## config.mk

```make
export PLATFORM = sky130hd
export DESIGN_NAME = pwr_clk_ctrl
export DESIGN_NICKNAME = d
export VERILOG_FILES = /design/src/rtl/pcg_pkg.sv /design/src/rtl/pcg_cfg.sv /design/src/rtl/pcg_fsm.sv /design/src/rtl/pcg_pci_div.sv /design/src/rtl/pwr_clk_ctrl.sv
export SDC_FILE = /design/constraint.sdc
export NUM_CORES = 1
export LEC_CHECK = 0
export BUFFER_PORTS_ARGS = -buffer_cell sky130_fd_sc_hd__buf_2
export CAP_MARGIN = 15
export CORE_MARGIN = 2
export CORE_UTILIZATION = 30
export CTS_CLUSTER_SIZE = 28
export DETAILED_ROUTE_END_ITERATION = 8
export PLACE_DENSITY = 0.48
export SLEW_MARGIN = 10
export SYNTH_ARGS = -nofsm -noshare
export SYNTH_HDL_FRONTEND = slang
export SYNTH_SLANG_ARGS = --single-unit
```

## constraint.sdc

```tcl
create_clock -name clk -period 4.65 [get_ports clk]
set_input_delay 0.465 -clock clk [delete_from_list [all_inputs] [get_ports clk]]
set_output_delay 0.465 -clock clk [all_outputs]
set_load 0.05 [all_outputs]
```

## src/rtl/pcg_pkg.sv

```systemverilog
package pcg_pkg;
    typedef enum logic [1:0] {
        MODE_NORMAL = 2'b00,
        MODE_SAVING = 2'b01,
        MODE_SLEEP  = 2'b10,
        MODE_RSVD   = 2'b11
    } pmode_e;

    typedef enum logic [1:0] {
        ST_RUN,
        ST_QUIESCE,
        ST_SLEEP,
        ST_RESTORE
    } pstate_e;

    localparam logic [1:0] ADDR_MODE   = 2'd0;
    localparam logic [1:0] ADDR_RETAIN = 2'd1;
    localparam logic [1:0] ADDR_CPU    = 2'd2;
endpackage

```

## src/rtl/pcg_cfg.sv

```systemverilog
module pcg_cfg
    import pcg_pkg::*;
#(
    parameter int NUM_MOD   = 8,
    parameter int CPU_SEL_W = 3
) (
    input  logic                 clk,
    input  logic                 rst_n,
    input  logic                 wr_en,
    input  logic [1:0]           wr_addr,
    input  logic [NUM_MOD-1:0]   wr_data,
    output logic [NUM_MOD-1:0]   retain_mask,
    output logic [CPU_SEL_W-1:0] cpu_rate,
    output logic                 pci_slow_en,
    output logic                 mode_wr,
    output pmode_e               mode_val
);
    logic mode_legal;

    assign mode_legal = (wr_data[1:0] != MODE_RSVD);
    assign mode_wr    = wr_en && (wr_addr == ADDR_MODE) && mode_legal;
    assign mode_val   = pmode_e'(wr_data[1:0]);

    always_ff @(posedge clk or negedge rst_n) begin
        if (!rst_n) begin
            retain_mask <= '0;
            cpu_rate    <= '0;
            pci_slow_en <= 1'b0;
        end else begin
            if (mode_wr)
                pci_slow_en <= wr_data[2];
            if (wr_en && wr_addr == ADDR_RETAIN)
                retain_mask <= wr_data;
            if (wr_en && wr_addr == ADDR_CPU)
                cpu_rate <= wr_data[CPU_SEL_W-1:0];
        end
    end
endmodule

```

## src/rtl/pcg_fsm.sv

```systemverilog
module pcg_fsm
    import pcg_pkg::*;
#(
    parameter int WAKE_W      = 3,
    parameter int QUIESCE_CYC = 4
) (
    input  logic              clk,
    input  logic              rst_n,
    input  logic              mode_wr,
    input  pmode_e            mode_val,
    input  logic [WAKE_W-1:0] wake_evt,
    output pmode_e            cur_mode,
    output pmode_e            run_mode,
    output logic              wr_ready,
    output logic              cpu_clk_en,
    output logic              pci_quiesce,
    output logic              asleep
);
    localparam int QC_W = $clog2(QUIESCE_CYC + 1);

    pstate_e          state_q, state_d;
    pmode_e           mode_q, mode_d, prev_q, prev_d;
    logic [QC_W-1:0]  qcnt_q, qcnt_d;
    logic             wake_q;

    // next-state logic
    always_comb begin
        state_d = state_q;
        mode_d  = mode_q;
        prev_d  = prev_q;
        qcnt_d  = qcnt_q;
        unique case (state_q)
            ST_RUN: begin
                if (mode_wr) begin
                    if (mode_val == MODE_SLEEP) begin
                        prev_d  = mode_q;
                        mode_d  = MODE_SLEEP;
                        qcnt_d  = '0;
                        state_d = ST_QUIESCE;
                    end else begin
                        mode_d = mode_val;
                    end
                end
            end
            ST_QUIESCE: begin
                if (qcnt_q == QC_W'(QUIESCE_CYC - 1))
                    state_d = ST_SLEEP;
                else
                    qcnt_d = qcnt_q + 1'b1;
            end
            ST_SLEEP: begin
                if (wake_q) begin
                    mode_d  = prev_q;
                    state_d = ST_RESTORE;
                end
            end
            ST_RESTORE: state_d = ST_RUN;
            default:    state_d = ST_RUN;
        endcase
    end

    // state register
    always_ff @(posedge clk or negedge rst_n) begin
        if (!rst_n) begin
            state_q <= ST_RUN;
            mode_q  <= MODE_NORMAL;
            prev_q  <= MODE_NORMAL;
            qcnt_q  <= '0;
            wake_q  <= 1'b0;
        end else begin
            state_q <= state_d;
            mode_q  <= mode_d;
            prev_q  <= prev_d;
            qcnt_q  <= qcnt_d;
            wake_q  <= |wake_evt;
        end
    end

    // outputs
    always_comb begin
        asleep      = (state_q == ST_SLEEP);
        cpu_clk_en  = !asleep;
        pci_quiesce = (state_q != ST_RUN);
        wr_ready    = (state_q == ST_RUN);
        cur_mode    = mode_q;
        run_mode    = (mode_q == MODE_SLEEP) ? prev_q : mode_q;
    end
endmodule

```

## src/rtl/pcg_pci_div.sv

```systemverilog
module pcg_pci_div #(
    parameter int PCI_DIV = 16
) (
    input  logic clk,
    input  logic rst_n,
    input  logic slow_req,
    output logic pci_div_clk,
    output logic pci_slow_sel
);
    localparam int HALF = PCI_DIV / 2;
    localparam int CW   = (HALF > 1) ? $clog2(HALF) : 1;

    logic [CW-1:0] cnt_q;

    always_ff @(posedge clk or negedge rst_n) begin
        if (!rst_n) begin
            cnt_q        <= '0;
            pci_div_clk  <= 1'b0;
            pci_slow_sel <= 1'b0;
        end else begin
            if (cnt_q == CW'(HALF - 1)) begin
                cnt_q       <= '0;
                pci_div_clk <= ~pci_div_clk;
            end else begin
                cnt_q <= cnt_q + 1'b1;
            end
            if (!pci_div_clk)
                pci_slow_sel <= slow_req;
        end
    end
endmodule

```

## src/rtl/pwr_clk_ctrl.sv

```systemverilog
module pwr_clk_ctrl
    import pcg_pkg::*;
#(
    parameter int NUM_MOD     = 8,
    parameter int CPU_SEL_W   = 3,
    parameter int WAKE_W      = 3,
    parameter int QUIESCE_CYC = 4,
    parameter int PCI_DIV     = 16
) (
    input  logic                 clk,
    input  logic                 rst_n,
    input  logic                 wr_valid,
    output logic                 wr_ready,
    input  logic [1:0]           wr_addr,
    input  logic [NUM_MOD-1:0]   wr_data,
    input  logic [WAKE_W-1:0]    wake_evt,
    output logic [NUM_MOD-1:0]   mod_clk_en,
    output logic                 cpu_clk_en,
    output logic [CPU_SEL_W-1:0] cpu_clk_sel,
    output logic                 pci_quiesce,
    output logic                 pci_div_clk,
    output logic                 pci_slow_sel,
    output logic [1:0]           cur_mode
);
    logic                 wr_en;
    logic [NUM_MOD-1:0]   retain_mask;
    logic [CPU_SEL_W-1:0] cpu_rate;
    logic                 pci_slow_en;
    logic                 mode_wr;
    pmode_e               mode_val;
    pmode_e               mode_cur;
    pmode_e               run_mode;
    logic                 asleep;

    assign wr_en = wr_valid && wr_ready;

    pcg_cfg #(.NUM_MOD(NUM_MOD), .CPU_SEL_W(CPU_SEL_W)) u_cfg (
        .clk(clk), .rst_n(rst_n), .wr_en(wr_en), .wr_addr(wr_addr),
        .wr_data(wr_data), .retain_mask(retain_mask), .cpu_rate(cpu_rate),
        .pci_slow_en(pci_slow_en), .mode_wr(mode_wr), .mode_val(mode_val)
    );

    pcg_fsm #(.WAKE_W(WAKE_W), .QUIESCE_CYC(QUIESCE_CYC)) u_fsm (
        .clk(clk), .rst_n(rst_n), .mode_wr(mode_wr), .mode_val(mode_val),
        .wake_evt(wake_evt), .cur_mode(mode_cur), .run_mode(run_mode),
        .wr_ready(wr_ready), .cpu_clk_en(cpu_clk_en),
        .pci_quiesce(pci_quiesce), .asleep(asleep)
    );

    pcg_pci_div #(.PCI_DIV(PCI_DIV)) u_div (
        .clk(clk), .rst_n(rst_n), .slow_req(asleep && pci_slow_en),
        .pci_div_clk(pci_div_clk), .pci_slow_sel(pci_slow_sel)
    );

    // per-module gate: retained clocks keep their own enable during sleep
    for (genvar g = 0; g < NUM_MOD; g++) begin : g_gate
        assign mod_clk_en[g] = asleep ? retain_mask[g] : 1'b1;
    end

    assign cpu_clk_sel = (cpu_clk_en && run_mode == MODE_SAVING) ? cpu_rate : '0;
    assign cur_mode    = mode_cur;
endmodule

```

==> metrics.md <==
| Metric | Value |
|---|---|
| Status | `completed` |
| Final worst-path cycle share | `0.506` |
| Buffers & Inverters on Critical Path | `2` |
| DIE HEIGHT | `71.1 um` |
| Max FO, Critical Path | `17` |
| Post-synthesis sequential area ratio | `0.500` |
| Die W | `71.1 um` |
| Final Max Tran Viols | `0` |
| CTS tree | `done` |
| Internal | `599 uW` |
| # DRC | `0` |
| Minimum clock period | `2.35 ns` |
| Area contributors post-synth | `dfrtp_1 50%, mux2_2 10%, ha_1 7.4%` |
| Vias in the first global route | `1105` |
| GP Congestion | `0.733` |
| EDFF count, synth | `0` |
| Hold Vio Cnt, Final | `0` |
| Number of diodes | `0` |
| Routed length per placed instance | `13.8 um` |
| Die Footprint | `5060 um^2` |
| Power share of the clock group | `0.115` |
| Post-route ant nets | `0` |
| First-pass GRT wire length | `4.84 mm` |
| Clock sink total | `27` |
| Post-Syn Instances | `118` |
| IO Count | `34` |
| Initial antenna violation count | `0` |
| Ys flop type | `dfrtp_1` |
| Crit-path max cell delay | `0.55 ns` |
| Iter 0 DRT Violations | `79` |
| Slew headroom | `0.586` |
| Final Setup Violations | `0` |
| Clock buffer depth | `2` |
| CP Cell Sequence | `inv_1 > ha_1 > nor2_1 > and2_1 > buf_2` |
| CTS buffer count | `3` |
| VDD IR-drop max | `0.000380 V` |
| Clock root buffer | `clkbuf_8` |
| RSZ-0062 raised after global routing | `false` |
| Worst min path class | `in2async` |
| Final nets | `178` |
| P_sw | `552 uW` |
| Largest net degree at the start of global routing | `28` |
| Final worst slack | `2.30 ns` |
| Detailed Place HPWL | `2.16 mm` |
| H-tree Lvls | `1` |
| Combinational power share | `0.557` |
| Layout area overhead | `19.9%` |
| Critical path data arrival time | `1.89 ns` |
| Cell family with most CP delay | `adder cells` |
| Post-synth top area cell | `dfrtp_1` |
| CP endpoint kind | `primary output` |
| Sw Share | `0.479` |
| Detailed-route via count | `1015` |
| Synth cell types | `30` |
| Mean Syn Cell Area | `11.5 um^2` |
| Initial Util | `0.310` |
| Worst-margin pin slew | `0.621 ns` |
| Max_cap viols | `0` |
| Clk_lat worst skew | `0.27 ns` |
| Pwr/cell area | `710 nW/um^2` |
| Setup TNS | `0 ns` |
| Routed vias/inst | `4.95` |
| Post-synth top area share | `0.500` |
| Setup skew after layout | `0.00370 ns` |
| CP Launch Type | `flop` |
| Setup Fix Bufs, Post-CTS | `0` |
| FF+latch count, synth | `27` |
| Commonest cells in the netlist | `27 x dfrtp_1, 12 x mux2_2, 10 x nand2b_1, 8 x ha_1, 7 x inv_1` |
| Fraction of layout cells with a size suffix above 1 | `0.346` |
| Flop pwr share | `0.328` |
| Total gr overflow | `0` |
| Worst path slowest cell | `ha_1` |
| First-pass iteration count of the detailed router | `4` |
| Core area | `4350 um^2` |
| Dpl ws | `2.59 ns` |
| CTS resizes | `0` |
| Cell Area, Synth | `1350 um^2` |
| Fmax | `425 MHz` |
| Worst-path clk slew | `0.09 ns` |
| Final wirelength | `2.83 mm` |
| Pleak | `0.000783 uW` |
| Hold_buf cts | `0` |
| Worst path required time | `4.18 ns` |
| Total track usage | `0.119` |
| Port Buf Inserts | `33` |
| Syn Nets | `142` |
| Cell with the most instances after synthesis | `dfrtp_1` |
| Crit Path Class | `reg2out` |
| Row count | `24` |
| Ys async rst share | `1.00` |
| Syn. warnings | `0` |
placed cells by master (no fill, tap or decap):
cell       netlist  routed
o31ai_1          1       1
nor2b_1          3       3
nand2b_1        10      10
dfrtp_1         27      27
clkinv_2         0       1
nor3_1           5       5
nor2_1           4       4
nand2_1          6       6
and2_1           4       4
nand4b_2         1       1
mux2_2          12      12
a21bo_2          1       1
o21ai_1          1       1
buf_2            0      33
inv_1            7       7
o31a_1           1       1
a22o_1           5       5
nor4bb_1         1       1
clkbuf_8         0       3
o21ai_0          3       3
nor4_1           2       2
nor3_2           1       1
or2_1            1       1
or3_1            1       1
nand4bb_1        1       1
mux2_1           2       2
a21oi_1          4       4
o21ai_2          1       1
nand4b_1         1       1
a22oi_1          1       1
ha_1             8       8
xor2_1           1       1
layer usage:
metal  routed length, um  track usage
met1                1260        0.140
met2                1460        0.212
met3                 102       0.0370
met4                  12       0.0273
met5                   0            0
worst register-to-register path, delay by kind of cell, from the launching register on:
family,cells,cell delay [ns]
simple gates,2,0.45
fa+ha+maj,1,0.38
buf+inv,1,0.13
compound gates,2,0.40
flops,1,0.39
per-stage QoR:
stage	hold WS, ns	total power (uW)	std cells	utilization	area (um^2)
after detailed placement	0.439	1030	201	0.361	1570
after global placement	0.419	1000	201	0.361	1570
after floorplan	0.169	877	118	-	1350
after CTS	0.219	1170	205	0.372	1620
after global routing	0.243	1240	205	0.372	1620
final	0.196	1150	205	0.372	1620
power by group through the flow:
stage / combinational, uW / sequential [uW] / clock (uW)
after global routing: 695 / 389 / 151
after CTS: 647 / 378 / 141
after global placement: 626 / 376 / 0
after floorplan: 473 / 405 / 0
after detailed placement: 646 / 382 / 0
final: 641 / 378 / 132
path summary, 6_finish.rpt:
check / from / endpoint / slack (ns) / depth (start not counted)
setup / recovery: u_fsm.state_q[0]$_DFFE_PN0P_ / cpu_clk_sel[0] / 2.30 / 5
hold / removal: rst_n / u_fsm.qcnt_q[2]$_DFFE_PN0P_ / 0.20 / 1
setup reg to reg: u_fsm.state_q[0]$_DFFE_PN0P_ / u_fsm.qcnt_q[0]$_DFFE_PN0P_ / 2.78 / 6
hold reg to reg: u_div.cnt_q[0]$_DFF_PN0_ / u_div.cnt_q[0]$_DFF_PN0_ / 0.45 / 1
max in group asynchronous: rst_n / u_div.pci_div_clk$_DFFE_PN0N_ / 4.04 / 1
min in group clk: wake_evt[2] / u_fsm.wake_q$_DFF_PN0_ / 0.37 / 2
kinds of logic after synthesis:
family / after synthesis / share of synthesized area
DFF: 27 / 0.500
muxes: 14 / 0.117
and+or+nand+nor: 41 / 0.184
buffers and inverters: 9 / 0.0250
xor gates and xnor gates: 1 / 0.00648
AOI/OAI and AO/OA: 18 / 0.0935
adders and majority gates: 8 / 0.0741
registers in the layout, summed over array words and instances, names as in the netlist, 2 cells and up:
register / flops
u_fsm.state_q: 2
u_fsm.qcnt_q: 3
u_fsm.cur_mode: 2
u_cfg.retain_mask: 8
u_div.cnt_q: 3
u_fsm.prev_q: 2
u_cfg.cpu_rate: 3
final cells by class:
cell class / count / area [um^2]
fill: 431 / 2730
sequential: 27 / 676
multi-input combinational: 82 / 642
timing repair buffer: 33 / 165
tap: 52 / 65.1
clock buffer: 3 / 41.3
inverter: 7 / 26.3
clock inverter: 1 / 5.00
No activity file was read; power rests on OpenSTA's default activity.
